**src/rtl/fb_dual_dma_seq_pkg.sv**
```systemverilog
package fb_dual_dma_seq_pkg;

    typedef enum logic [1:0] {
        S_IDLE = 2'd0,
        S_LOAD = 2'd1,
        S_WAIT = 2'd2,
        S_REQ  = 2'd3
    } seq_state_e;

    localparam logic [1:0] SEL_START0 = 2'd0;
    localparam logic [1:0] SEL_CEIL0  = 2'd1;
    localparam logic [1:0] SEL_START1 = 2'd2;
    localparam logic [1:0] SEL_CEIL1  = 2'd3;

endpackage

```
**src/rtl/fb_dual_dma_seq_regs.sv**
```systemverilog
module fb_dual_dma_seq_regs #(
    parameter int AW   = 32,
    parameter int NBUF = 2
) (
    input  logic                     clk,
    input  logic                     rst_n,
    input  logic                     cfg_we,
    input  logic [1:0]               cfg_sel,
    input  logic [AW-1:0]            cfg_wdata,
    output logic [NBUF-1:0][AW-1:0]  start_q,
    output logic [NBUF-1:0][AW-1:0]  ceil_q
);

    for (genvar g = 0; g < NBUF; g++) begin : g_region
        localparam logic [1:0] START_SEL = 2'(2 * g);
        localparam logic [1:0] CEIL_SEL  = 2'(2 * g + 1);

        always_ff @(posedge clk) begin
            if (!rst_n) begin
                start_q[g] <= '0;
                ceil_q[g]  <= '0;
            end else if (cfg_we) begin
                if (cfg_sel == START_SEL) start_q[g] <= cfg_wdata;
                if (cfg_sel == CEIL_SEL)  ceil_q[g]  <= cfg_wdata;
            end
        end
    end

endmodule

```
**src/rtl/fb_dual_dma_seq_bdec.sv**
```systemverilog
module fb_dual_dma_seq_bdec #(
    parameter int MAXLOG = 4,
    parameter int BW     = MAXLOG + 1
) (
    input  logic [2:0]    code,
    output logic [BW-1:0] words
);

    localparam logic [BW-1:0] ONE = BW'(1);

    always_comb begin
        if (int'(code) <= MAXLOG) words = ONE << code;
        else                      words = ONE << MAXLOG;
    end

endmodule

```
**src/rtl/fb_dual_dma_seq_span.sv**
```systemverilog
module fb_dual_dma_seq_span #(
    parameter int AW = 32,
    parameter int BW = 5
) (
    input  logic          clk,
    input  logic          rst_n,
    input  logic          load,
    input  logic [AW-1:0] load_start,
    input  logic [AW-1:0] load_ceil,
    input  logic [BW-1:0] load_burst,
    input  logic          advance,
    output logic [AW-1:0] ptr,
    output logic [AW-1:0] work_ceil,
    output logic [BW-1:0] beats,
    output logic          last
);

    localparam int WW = AW - 2;

    logic [AW-1:0] ptr_q, ceil_q;
    logic [BW-1:0] burst_q;
    logic [WW-1:0] remain;

    always_ff @(posedge clk) begin
        if (!rst_n) begin
            ptr_q   <= '0;
            ceil_q  <= '0;
            burst_q <= BW'(1);
        end else if (load) begin
            ptr_q   <= {load_start[AW-1:2], 2'b00};
            ceil_q  <= load_ceil;
            burst_q <= load_burst;
        end else if (advance) begin
            ptr_q <= ptr_q + {{(AW-BW-2){1'b0}}, beats, 2'b00};
        end
    end

    always_comb begin
        remain = ceil_q[AW-1:2] - ptr_q[AW-1:2] + WW'(1);
        last   = (remain <= WW'(burst_q));
        beats  = last ? remain[BW-1:0] : burst_q;
    end

    assign ptr       = ptr_q;
    assign work_ceil = ceil_q;


    beats_range_chk: assert property (@(posedge clk) disable iff (!rst_n)
        advance |-> (beats != '0) && (beats <= burst_q));

endmodule

```
**src/rtl/fb_dual_dma_seq.sv**
```systemverilog
module fb_dual_dma_seq
    import fb_dual_dma_seq_pkg::*;
#(
    parameter int AW     = 32,
    parameter int MAXLOG = 4,
    parameter int BW     = MAXLOG + 1
) (
    input  logic          clk,
    input  logic          rst_n,
    input  logic          cfg_we,
    input  logic [1:0]    cfg_sel,
    input  logic [AW-1:0] cfg_wdata,
    input  logic          pingpong,
    input  logic [2:0]    burst_code,
    input  logic          run,
    input  logic          fifo_want,
    output logic          rd_req,
    output logic [AW-1:0] rd_addr,
    output logic [BW-1:0] rd_beats,
    input  logic          rd_gnt,
    output logic          eof0,
    output logic          eof1
);

    localparam int NBUF = 2;
    localparam int WW   = AW - 2;

    seq_state_e state_q, state_d;
    logic       buf_q, buf_d;
    logic       load, advance, last;
    logic       eof0_q, eof1_q;

    logic [NBUF-1:0][AW-1:0] start_q, ceil_q;
    logic [BW-1:0]           burst_words;
    logic [AW-1:0]           ptr, work_ceil;
    logic [BW-1:0]           beats;

    fb_dual_dma_seq_regs #(.AW(AW), .NBUF(NBUF)) u_regs (
        .clk(clk), .rst_n(rst_n), .cfg_we(cfg_we), .cfg_sel(cfg_sel),
        .cfg_wdata(cfg_wdata), .start_q(start_q), .ceil_q(ceil_q)
    );

    fb_dual_dma_seq_bdec #(.MAXLOG(MAXLOG), .BW(BW)) u_bdec (
        .code(burst_code), .words(burst_words)
    );

    fb_dual_dma_seq_span #(.AW(AW), .BW(BW)) u_span (
        .clk(clk), .rst_n(rst_n), .load(load),
        .load_start(start_q[buf_q]), .load_ceil(ceil_q[buf_q]),
        .load_burst(burst_words), .advance(advance),
        .ptr(ptr), .work_ceil(work_ceil), .beats(beats), .last(last)
    );

    // State register
    always_ff @(posedge clk) begin
        if (!rst_n) begin
            state_q <= S_IDLE;
            buf_q   <= 1'b0;
        end else begin
            state_q <= state_d;
            buf_q   <= buf_d;
        end
    end

    // Next state
    always_comb begin
        state_d = state_q;
        buf_d   = buf_q;
        unique case (state_q)
            S_IDLE: if (run) state_d = S_LOAD;
            S_LOAD: state_d = S_WAIT;
            S_WAIT: begin
                if (!run)           state_d = S_IDLE;
                else if (fifo_want) state_d = S_REQ;
            end
            S_REQ: begin
                if (rd_gnt) begin
                    if (last) begin
                        state_d = S_LOAD;
                        buf_d   = pingpong ? ~buf_q : 1'b0;
                    end else begin
                        state_d = S_WAIT;
                    end
                end
            end
            default: state_d = S_IDLE;
        endcase
    end

    // Outputs
    always_comb begin
        rd_req   = (state_q == S_REQ);
        rd_addr  = ptr;
        rd_beats = beats;
        load     = (state_q == S_LOAD);
        advance  = rd_req && rd_gnt;
        eof0     = eof0_q;
        eof1     = eof1_q;
    end

    always_ff @(posedge clk) begin
        if (!rst_n) begin
            eof0_q <= 1'b0;
            eof1_q <= 1'b0;
        end else begin
            eof0_q <= advance && last && !buf_q;
            eof1_q <= advance && last &&  buf_q;
        end
    end


    req_hold_chk: assert property (@(posedge clk) disable iff (!rst_n)
        (rd_req && !rd_gnt) |=> (rd_req && $stable(rd_addr) && $stable(rd_beats)));


    req_cause_chk: assert property (@(posedge clk) disable iff (!rst_n)
        $rose(rd_req) |-> $past(run && fifo_want));


    ceil_bound_chk: assert property (@(posedge clk) disable iff (!rst_n)
        rd_req |-> ((rd_addr[AW-1:2] + WW'(rd_beats) - WW'(1)) <= work_ceil[AW-1:2]));


    eof_excl_chk: assert property (@(posedge clk) disable iff (!rst_n)
        !(eof0 && eof1));


    eof_pulse_chk: assert property (@(posedge clk) disable iff (!rst_n)
        (eof0 || eof1) |=> !(eof0 || eof1));

endmodule

```
**config.mk**
```make
export PLATFORM = sky130hd
export DESIGN_NAME = fb_dual_dma_seq
export DESIGN_NICKNAME = d
export VERILOG_FILES = /design/src/rtl/fb_dual_dma_seq_pkg.sv /design/src/rtl/fb_dual_dma_seq_regs.sv /design/src/rtl/fb_dual_dma_seq_bdec.sv /design/src/rtl/fb_dual_dma_seq_span.sv /design/src/rtl/fb_dual_dma_seq.sv
export SDC_FILE = /design/constraint.sdc
export NUM_CORES = 1
export LEC_CHECK = 0
export BUFFER_PORTS_ARGS = -buffer_cell sky130_fd_sc_hd__buf_2
export CAP_MARGIN = 10
export CORE_ASPECT_RATIO = 0.8
export CORE_MARGIN = 8
export CORE_UTILIZATION = 55
export CTS_CLUSTER_DIAMETER = 60
export DETAILED_ROUTE_END_ITERATION = 6
export PLACE_DENSITY = 0.77
export SETUP_SLACK_MARGIN = 0.2
export SLEW_MARGIN = 20
export SYNTH_ARGS = -nofsm -noshare
export SYNTH_HDL_FRONTEND = slang
export SYNTH_SLANG_ARGS = --single-unit
```
**constraint.sdc**
```tcl
create_clock -name clk -period 6 [get_ports clk]
set_clock_uncertainty 0.2 [all_clocks]
set_input_delay 0.6 -clock clk [delete_from_list [all_inputs] [get_ports clk]]
set_output_delay 0.6 -clock clk [all_outputs]
set_load 0.02 [all_outputs]
```
# After elaboration in Yosys (flattened, before gate mapping)
# Index checks and enable logic that the tools add are counted.
[classes]
addsub = 3
mul = 0
div = 0
n_lt_le_gt_ge = 3
eq_ne = 9
shift = 1
mux = 15
bitwise_logic = 2
n_reduce_logical = 15
[op_table]
columns = ["op", "count"]
rows = [
  ["32-bit two-way mux", 6],
  ["32-bit by 7-bit adder with 32-bit output", 1],
  ["30-bit by 1-bit adder with 30-bit output (second input constant)", 1],
  ["30-bit by 5-bit less-or-equal comparator with 1-bit output", 1],
  ["30-bit subtractor", 1],
  ["2-bit two-way mux", 5],
  ["5-bit two-way mux", 2],
  ["2-bit equality test (second input constant)", 4],
  ["2-bit one-hot mux with 4 select lines", 1],
  ["2-bit AND reduction", 4],
  ["3-bit AND reduction", 2],
  ["1-bit by 3-bit left shift with 5-bit output (first input constant)", 1],
  ["2-bit by 1-bit equality test with 1-bit output (second input constant)", 2],
  ["1-bit logical AND", 4],
  ["2-bit logical NOT", 2],
  ["3-bit less-or-equal comparator (second input constant)", 1],
  ["3-bit inequality test (second input constant)", 1],
  ["1-bit by 2-bit < comparator with 1-bit output (second input constant)", 1],
  ["2-bit by 1-bit inequality test with 1-bit output (second input constant)", 1],
  ["2-bit inequality test (second input constant)", 1],
  ["1-bit inverter", 2],
  ["2-bit nonzero test", 1],
  ["2-bit OR reduction", 1],
  ["1-bit logical NOT", 1],
  ["1-bit two-way mux", 1],
]
[word_totals]
regBits = 202
latch_bits = 0
ramBits = 0
mem_bits_ro = 0
input_bits = 44
out_inout_bits = 40
n_memories = 0

# Logic depth before layout (Yosys ltp)
[depth]
ltp_word = 7
mapped_depth = 32
mapped_depth_nobuf = 31

# Cells and area by module
# From an unflattened synthesis, not the netlist that was laid out.
[unflattened]
hier_cells = 1270
hier_area_um2 = 11801.3
[by_module_without_submodules]
columns = ["mod", "n_inst", "cells_per_inst", "area_per_inst_um2"]
rows = [
  ["fb_dual_dma_seq_span", 1, 718, 5929.4],
  ["fb_dual_dma_seq_regs", 1, 453, 4792.1],
  ["fb_dual_dma_seq", 1, 94, 1047.3],
  ["fb_dual_dma_seq_bdec", 1, 5, 32.5],
]

# Least setup slack after synthesis
# No wires, ideal clock.
[synth_path]
path_type = "reg-to-reg"
from = "register u_span.ptr_q[3] (netlist: u_span.ptr[3])"
to = "register u_span.ptr_q[30] (netlist: u_span.ptr[30])"
setup_time_ps = 86
arrival_time_ps = 6074
t_required_ps = 5714
path_slack_ps = -359
path_stages_with_launch = 32
path_buffers = 1
cell_sequence = "dfxtp_1 -> ha_1 -> inv_1 -> ha_1 -> inv_1 -> fa_1 -> inv_1 -> ha_1 -> a21oi_1 -> o21ai_1 -> a221oi_1 -> a41o_1 -> nand4b_1 -> a2111oi_0 -> and3_1 -> nand4_1 -> or3_1 -> buf_4 -> mux2_1 -> ha_1 -> inv_1 -> fa_1 -> nor2b_1 -> o21ai_0 -> nand2b_1 -> a21o_1 -> nor2b_1 -> nand2_1 -> nor2_1 -> nand3_1 -> xnor2_1 -> a211oi_1"
[synth_between]
elab_chain_cells = 7
[synth_lines]
columns = ["item", "line_no", "text"]
rows = [
  ["start: declaration", "fb_dual_dma_seq_span.sv:20", "logic [AW-1:0] ptr_q, ceil_q;"],
  ["start signal: assignment", "fb_dual_dma_seq_span.sv:30", "ptr_q <= {load_start[AW-1:2], 2'b00};"],
  ["start signal: assignment", "fb_dual_dma_seq_span.sv:34", "ptr_q <= ptr_q + {{(AW-BW-2){1'b0}}, beats, 2'b00};"],
  ["30-bit subtractor", "fb_dual_dma_seq_span.sv:39", "remain = ceil_q[AW-1:2] - ptr_q[AW-1:2] + WW'(1);"],
  ["30-bit by 1-bit adder with 30-bit output", "fb_dual_dma_seq_span.sv:39", ""],
  ["30-bit by 5-bit less-or-equal comparator with 1-bit output", "fb_dual_dma_seq_span.sv:40", "last = (remain <= WW'(burst_q));"],
  ["5-bit two-way mux", "fb_dual_dma_seq_span.sv:41", "beats = last ? remain[BW-1:0] : burst_q;"],
  ["named net rd_beats[0]", "fb_dual_dma_seq.sv:19", "output logic [BW-1:0] rd_beats,"],
  ["32-bit by 7-bit adder with 32-bit output", "fb_dual_dma_seq_span.sv:34", ""],
  ["32-bit two-way mux", "fb_dual_dma_seq_span.sv:33", "end else if (advance) begin"],
  ["32-bit two-way mux", "fb_dual_dma_seq_span.sv:29", "end else if (load) begin"],
]
# The timed path passes the listed nets, and every way through them passes these cells. The select of a mux whose other input is x is not followed.
# A chain may end at the register's enable or synchronous reset.

# Worst setup path in the final report
[layout_path]
from = "register u_span.ceil_q[3] (netlist: u_span.work_ceil[3])"
to = "register u_span.ptr_q[21] (netlist: u_span.ptr[21])"
[layout_between]
elab_chain_cells = 7
[layout_lines]
columns = ["item", "line_no", "text"]
rows = [
  ["start: declaration", "fb_dual_dma_seq_span.sv:20", ""],
  ["start signal: assignment", "fb_dual_dma_seq_span.sv:31", "ceil_q <= load_ceil;"],
  ["30-bit subtractor (*)", "fb_dual_dma_seq_span.sv:39", ""],
  ["30-bit by 1-bit adder with 30-bit output (*)", "fb_dual_dma_seq_span.sv:39", ""],
  ["30-bit by 5-bit less-or-equal comparator with 1-bit output", "fb_dual_dma_seq_span.sv:40", ""],
  ["5-bit two-way mux (*)", "fb_dual_dma_seq_span.sv:41", ""],
  ["32-bit by 7-bit adder with 32-bit output (*)", "fb_dual_dma_seq_span.sv:34", ""],
  ["32-bit two-way mux (*)", "fb_dual_dma_seq_span.sv:33", ""],
  ["32-bit two-way mux (*)", "fb_dual_dma_seq_span.sv:29", ""],
]
# Every way passes the cells marked *; elsewhere a longest branch is shown, timed or not. The select of a mux whose other input is x is not followed.

==> flow_metrics.env <==
export IMPL_status="finished, final reports clean"
export IMPL_post_route_period_util_pct=97.29
export IMPL_synth_top_cells_by_area="sky130_fd_sc_hd__dfxtp_1, sky130_fd_sc_hd__nand2_1, sky130_fd_sc_hd__a21oi_1"
export IMPL_slowest_delay_ns=0.43
export IMPL_routed_wl_met3_um=2184
export IMPL_final_core_utilization_pct=67.72
export IMPL_dpl_worst_slack_ns=-0.4011
export IMPL_via_count_of_the_first_global_routing_pass=9165
export IMPL_setup_viol=0
export IMPL_achievable_frequency_ghz=0.1713
export IMPL_layout_cells_most_common_list="sky130_fd_sc_hd__nand2_1, sky130_fd_sc_hd__dfxtp_1, sky130_fd_sc_hd__a21oi_1"
export IMPL_worstMarginPinSlew_ns=1.054
export IMPL_port_buffer_count=79
export IMPL_synthArstFlopShare_pct=0
export IMPL_routed_wl_met2_um=13520
export IMPL_number_of_antenna_repair_diodes=0
export IMPL_synth_warnings=0
export IMPL_hold_path_class="input pin to flip-flop"
export IMPL_worst_ep_required_ns=6.15
export IMPL_global_route_total_overflow=0
export IMPL_synthDominantCellAreaShare_pct=35.90
export IMPL_ys_seq_elements=190
export IMPL_cellLeakagePower_nw=4.980
export IMPL_highest_layer="met4"
export IMPL_pwr_share_seq_pct=33.4
export IMPL_syn_instance_count=1332
export IMPL_cts_root_buffer_cell="sky130_fd_sc_hd__clkbuf_16"
export IMPL_synth_top_area_cell="sky130_fd_sc_hd__dfxtp_1"
export IMPL_period_needed_ns=5.837
export IMPL_starting_drt_drc_count=1026
export IMPL_share_comb_of_total_power_pct=39.1
export IMPL_grt_antenna_before_repair=0
export IMPL_x_dimension_of_the_die_um=171.2
export IMPL_via_per_inst=5.716
export IMPL_end_kind="flip-flop"
export IMPL_route_layer_met1_wl_um=13840
export IMPL_first_pass_grt_wire_length_um=47750
export IMPL_post_route_cells_drive_above_1_share_pct=21.93
export IMPL_grt_setup_unrepaired="true"
export IMPL_wl_per_cell_um=17.47
export IMPL_power_switching_share_pct=35.97
export IMPL_worst_ep_arrival_time_ns=5.99
export IMPL_crit_path_kind="flip-flop to flip-flop"
export IMPL_power_frac_clock_pct=27.5
export IMPL_cts_htree_levels=4
export IMPL_most_common_cell_after_layout_fill_and_taps_aside="sky130_fd_sc_hd__nand2_1"
export IMPL_timing_critical_path_slowest_stage_cell="sky130_fd_sc_hd__or3_4"
export IMPL_power_net_switching_mw=1.484
export IMPL_postRouteAntennaNets=0
export IMPL_grt_start_max_net_pins=102
export IMPL_rows=45
export IMPL_report_final_slew_viol_count=0
export IMPL_finalPower_mw=4.125
export IMPL_cp_max_fo=4
export IMPL_area_growth_syn_to_layout_pct=20.93
export IMPL_synth_lib_cells_used_distinct=78
export IMPL_tritoncts="built"
export IMPL_ys_dominant_reg_cell="sky130_fd_sc_hd__dfxtp_1"
export IMPL_finalNonFillerCells=1726
export IMPL_die_area_um2=23990
export IMPL_total_cell_area_at_the_placement_stage_um2=11730
export IMPL_max_clock_path_buffers=2
export IMPL_number_of_clock_sinks=190
export IMPL_numCtsBuffers=17
export IMPL_seq_area_frac_synth_pct=35.90
export IMPL_critPathLaunchType="flip-flop"
export IMPL_maxSlewHeadroom_pct=29.72
export IMPL_placeableCoreArea_um2=18920
export IMPL_drc=0
export IMPL_postRouteWirelength_um=30150
export IMPL_layout_nets=1568
export IMPL_postSynthAreaPerCell_um2=7.953
export IMPL_ir_worst_vdd_mv=0.2360
export IMPL_post_synthesis_cell_area_um2=10590
export IMPL_synth_edff_count=0
export IMPL_hold_worst_slack_ns=0.1872
export IMPL_clock_insertion_delay_at_the_later_pin_of_the_skew_report_ns=0.44
export IMPL_fin_tns_setup_ns=0
export IMPL_die_height_um=140.1
export IMPL_cts_reportedPaths_clkPinSlew_ns=0.07
export IMPL_hpwlAfterDp_um=20630
export IMPL_initial_utilization_pct=56.00
export IMPL_cellInternalPower_mw=2.642
export IMPL_number_of_filler_cells_placed_in_the_layout=1541
export IMPL_boundaryPins=84
export IMPL_postLayoutSetupSlackWorst_ns=0.1628
export IMPL_global_route_usage_total_pct=24.53
export IMPL_cellPowerDensity_nw_per_um2=322.0
export IMPL_drv_cap=0
export IMPL_placedCellCount=1676
export IMPL_vias=9866
export IMPL_hold_buffers=0
export IMPL_globalplace_congestion=0.9022
export IMPL_layout_cell_area_non_filler_um2=12810
export IMPL_hold_viol=0
export IMPL_drt_first_pass_iters=5
cell families (layout without fill, tap and decap cells):
kind of cell               after synthesis  after routing  synth area share, %
DFF                                    190            190                35.90
adders and majority gates               69             69                8.291
and+or+nand+nor                        497            497                20.63
other                                    1              2              0.03540
muxes                                   65             65                6.319
AOI/OAI and AO/OA                      326            326                19.38
buffers and inverters                  141            276                5.881
xor gates and xnor gates                43             43                3.555
flip-flops by register name, indices dropped and copies added (netlist names):
signal	count
state_q	2
u_span.burst_q	5
eof0	1
u_span.work_ceil	30
buf_q	1
eof1	1
u_regs.start_q	60
u_regs.ceil_q	60
u_span.ptr	30
timing repair:
action                     CTS  global route
gates resized for setup     40            35
setup endpoints to repair   26            27
buffers inserted            10             8
pin swaps                   51            43
power by group through the flow:
| stage | Sequential [mW] | Combinational [mW] | Clock [mW] |
|---|---|---|---|
| after floorplan | 1.42 | 0.988 | 0 |
| after global placement | 1.40 | 1.46 | 0 |
| after detailed placement | 1.41 | 1.48 | 0 |
| after CTS | 1.38 | 1.53 | 1.15 |
| after global routing | 1.39 | 1.76 | 1.21 |
| final | 1.38 | 1.61 | 1.13 |
worst paths after layout:
| path | start | to | slack (ns) | cells after the start |
|---|---|---|---|---|
| min | rd_gnt | state_q[0] | 0.19 | 2 |
| max | u_span.work_ceil[3] | u_span.ptr[21] | 0.16 | 29 |
| min reg2reg | u_regs.start_q[25] | u_regs.start_q[25] | 0.25 | 2 |
| max reg2reg | u_span.work_ceil[3] | u_span.ptr[21] | 0.16 | 29 |
cell type report:
type	count	area (um^2)	share of cell area, %
Multi-Input combinational cell	1002	6606	51.57
Sequential cell	190	3817	29.80
Timing Repair Buffer	193	1285	10.03
Clock buffer	19	442.9	3.457
Tap cell	258	322.8	2.520
Inverter	51	193.9	1.514
Clock inverter	13	142.6	1.113
worst max-delay path, delay by kind of cell, from the launching register on:
kind                     cells  cell delay [ns]
AO/OA/AOI/OAI                9             1.59
XOR/XNOR                     2             0.34
AND/OR/NAND/NOR              7             1.43
buffers and inverters        6             0.56
flip-flops                   1             0.34
adder cells (fa/ha/maj)      4             0.93
multiplexers                 1             0.33
cell usage after synthesis, types with 9 or more instances:
library cell,count
sky130_fd_sc_hd__nand2_1,286
sky130_fd_sc_hd__dfxtp_1,190
sky130_fd_sc_hd__a21oi_1,168
sky130_fd_sc_hd__nor2_1,90
sky130_fd_sc_hd__a211oi_1,75
sky130_fd_sc_hd__ha_1,67
sky130_fd_sc_hd__clkbuf_1,64
sky130_fd_sc_hd__mux2i_1,59
sky130_fd_sc_hd__inv_1,50
sky130_fd_sc_hd__xnor2_1,35
sky130_fd_sc_hd__nor3_1,18
sky130_fd_sc_hd__nand3_1,17
sky130_fd_sc_hd__nor2b_1,17
sky130_fd_sc_hd__a21o_1,15
sky130_fd_sc_hd__nand4_1,15
sky130_fd_sc_hd__o21ai_0,14
sky130_fd_sc_hd__buf_4,10
sky130_fd_sc_hd__and3_1,9
metal layers:
metal / vias to the layer above / track usage (%)
met3: 45 / 5.504
met4: 0 / 6.167
met5: - / 0
met2: 343 / 37.12
met1: 4620 / 34.63
li1: 4858 / -
(Power assumes the default switching activity.)
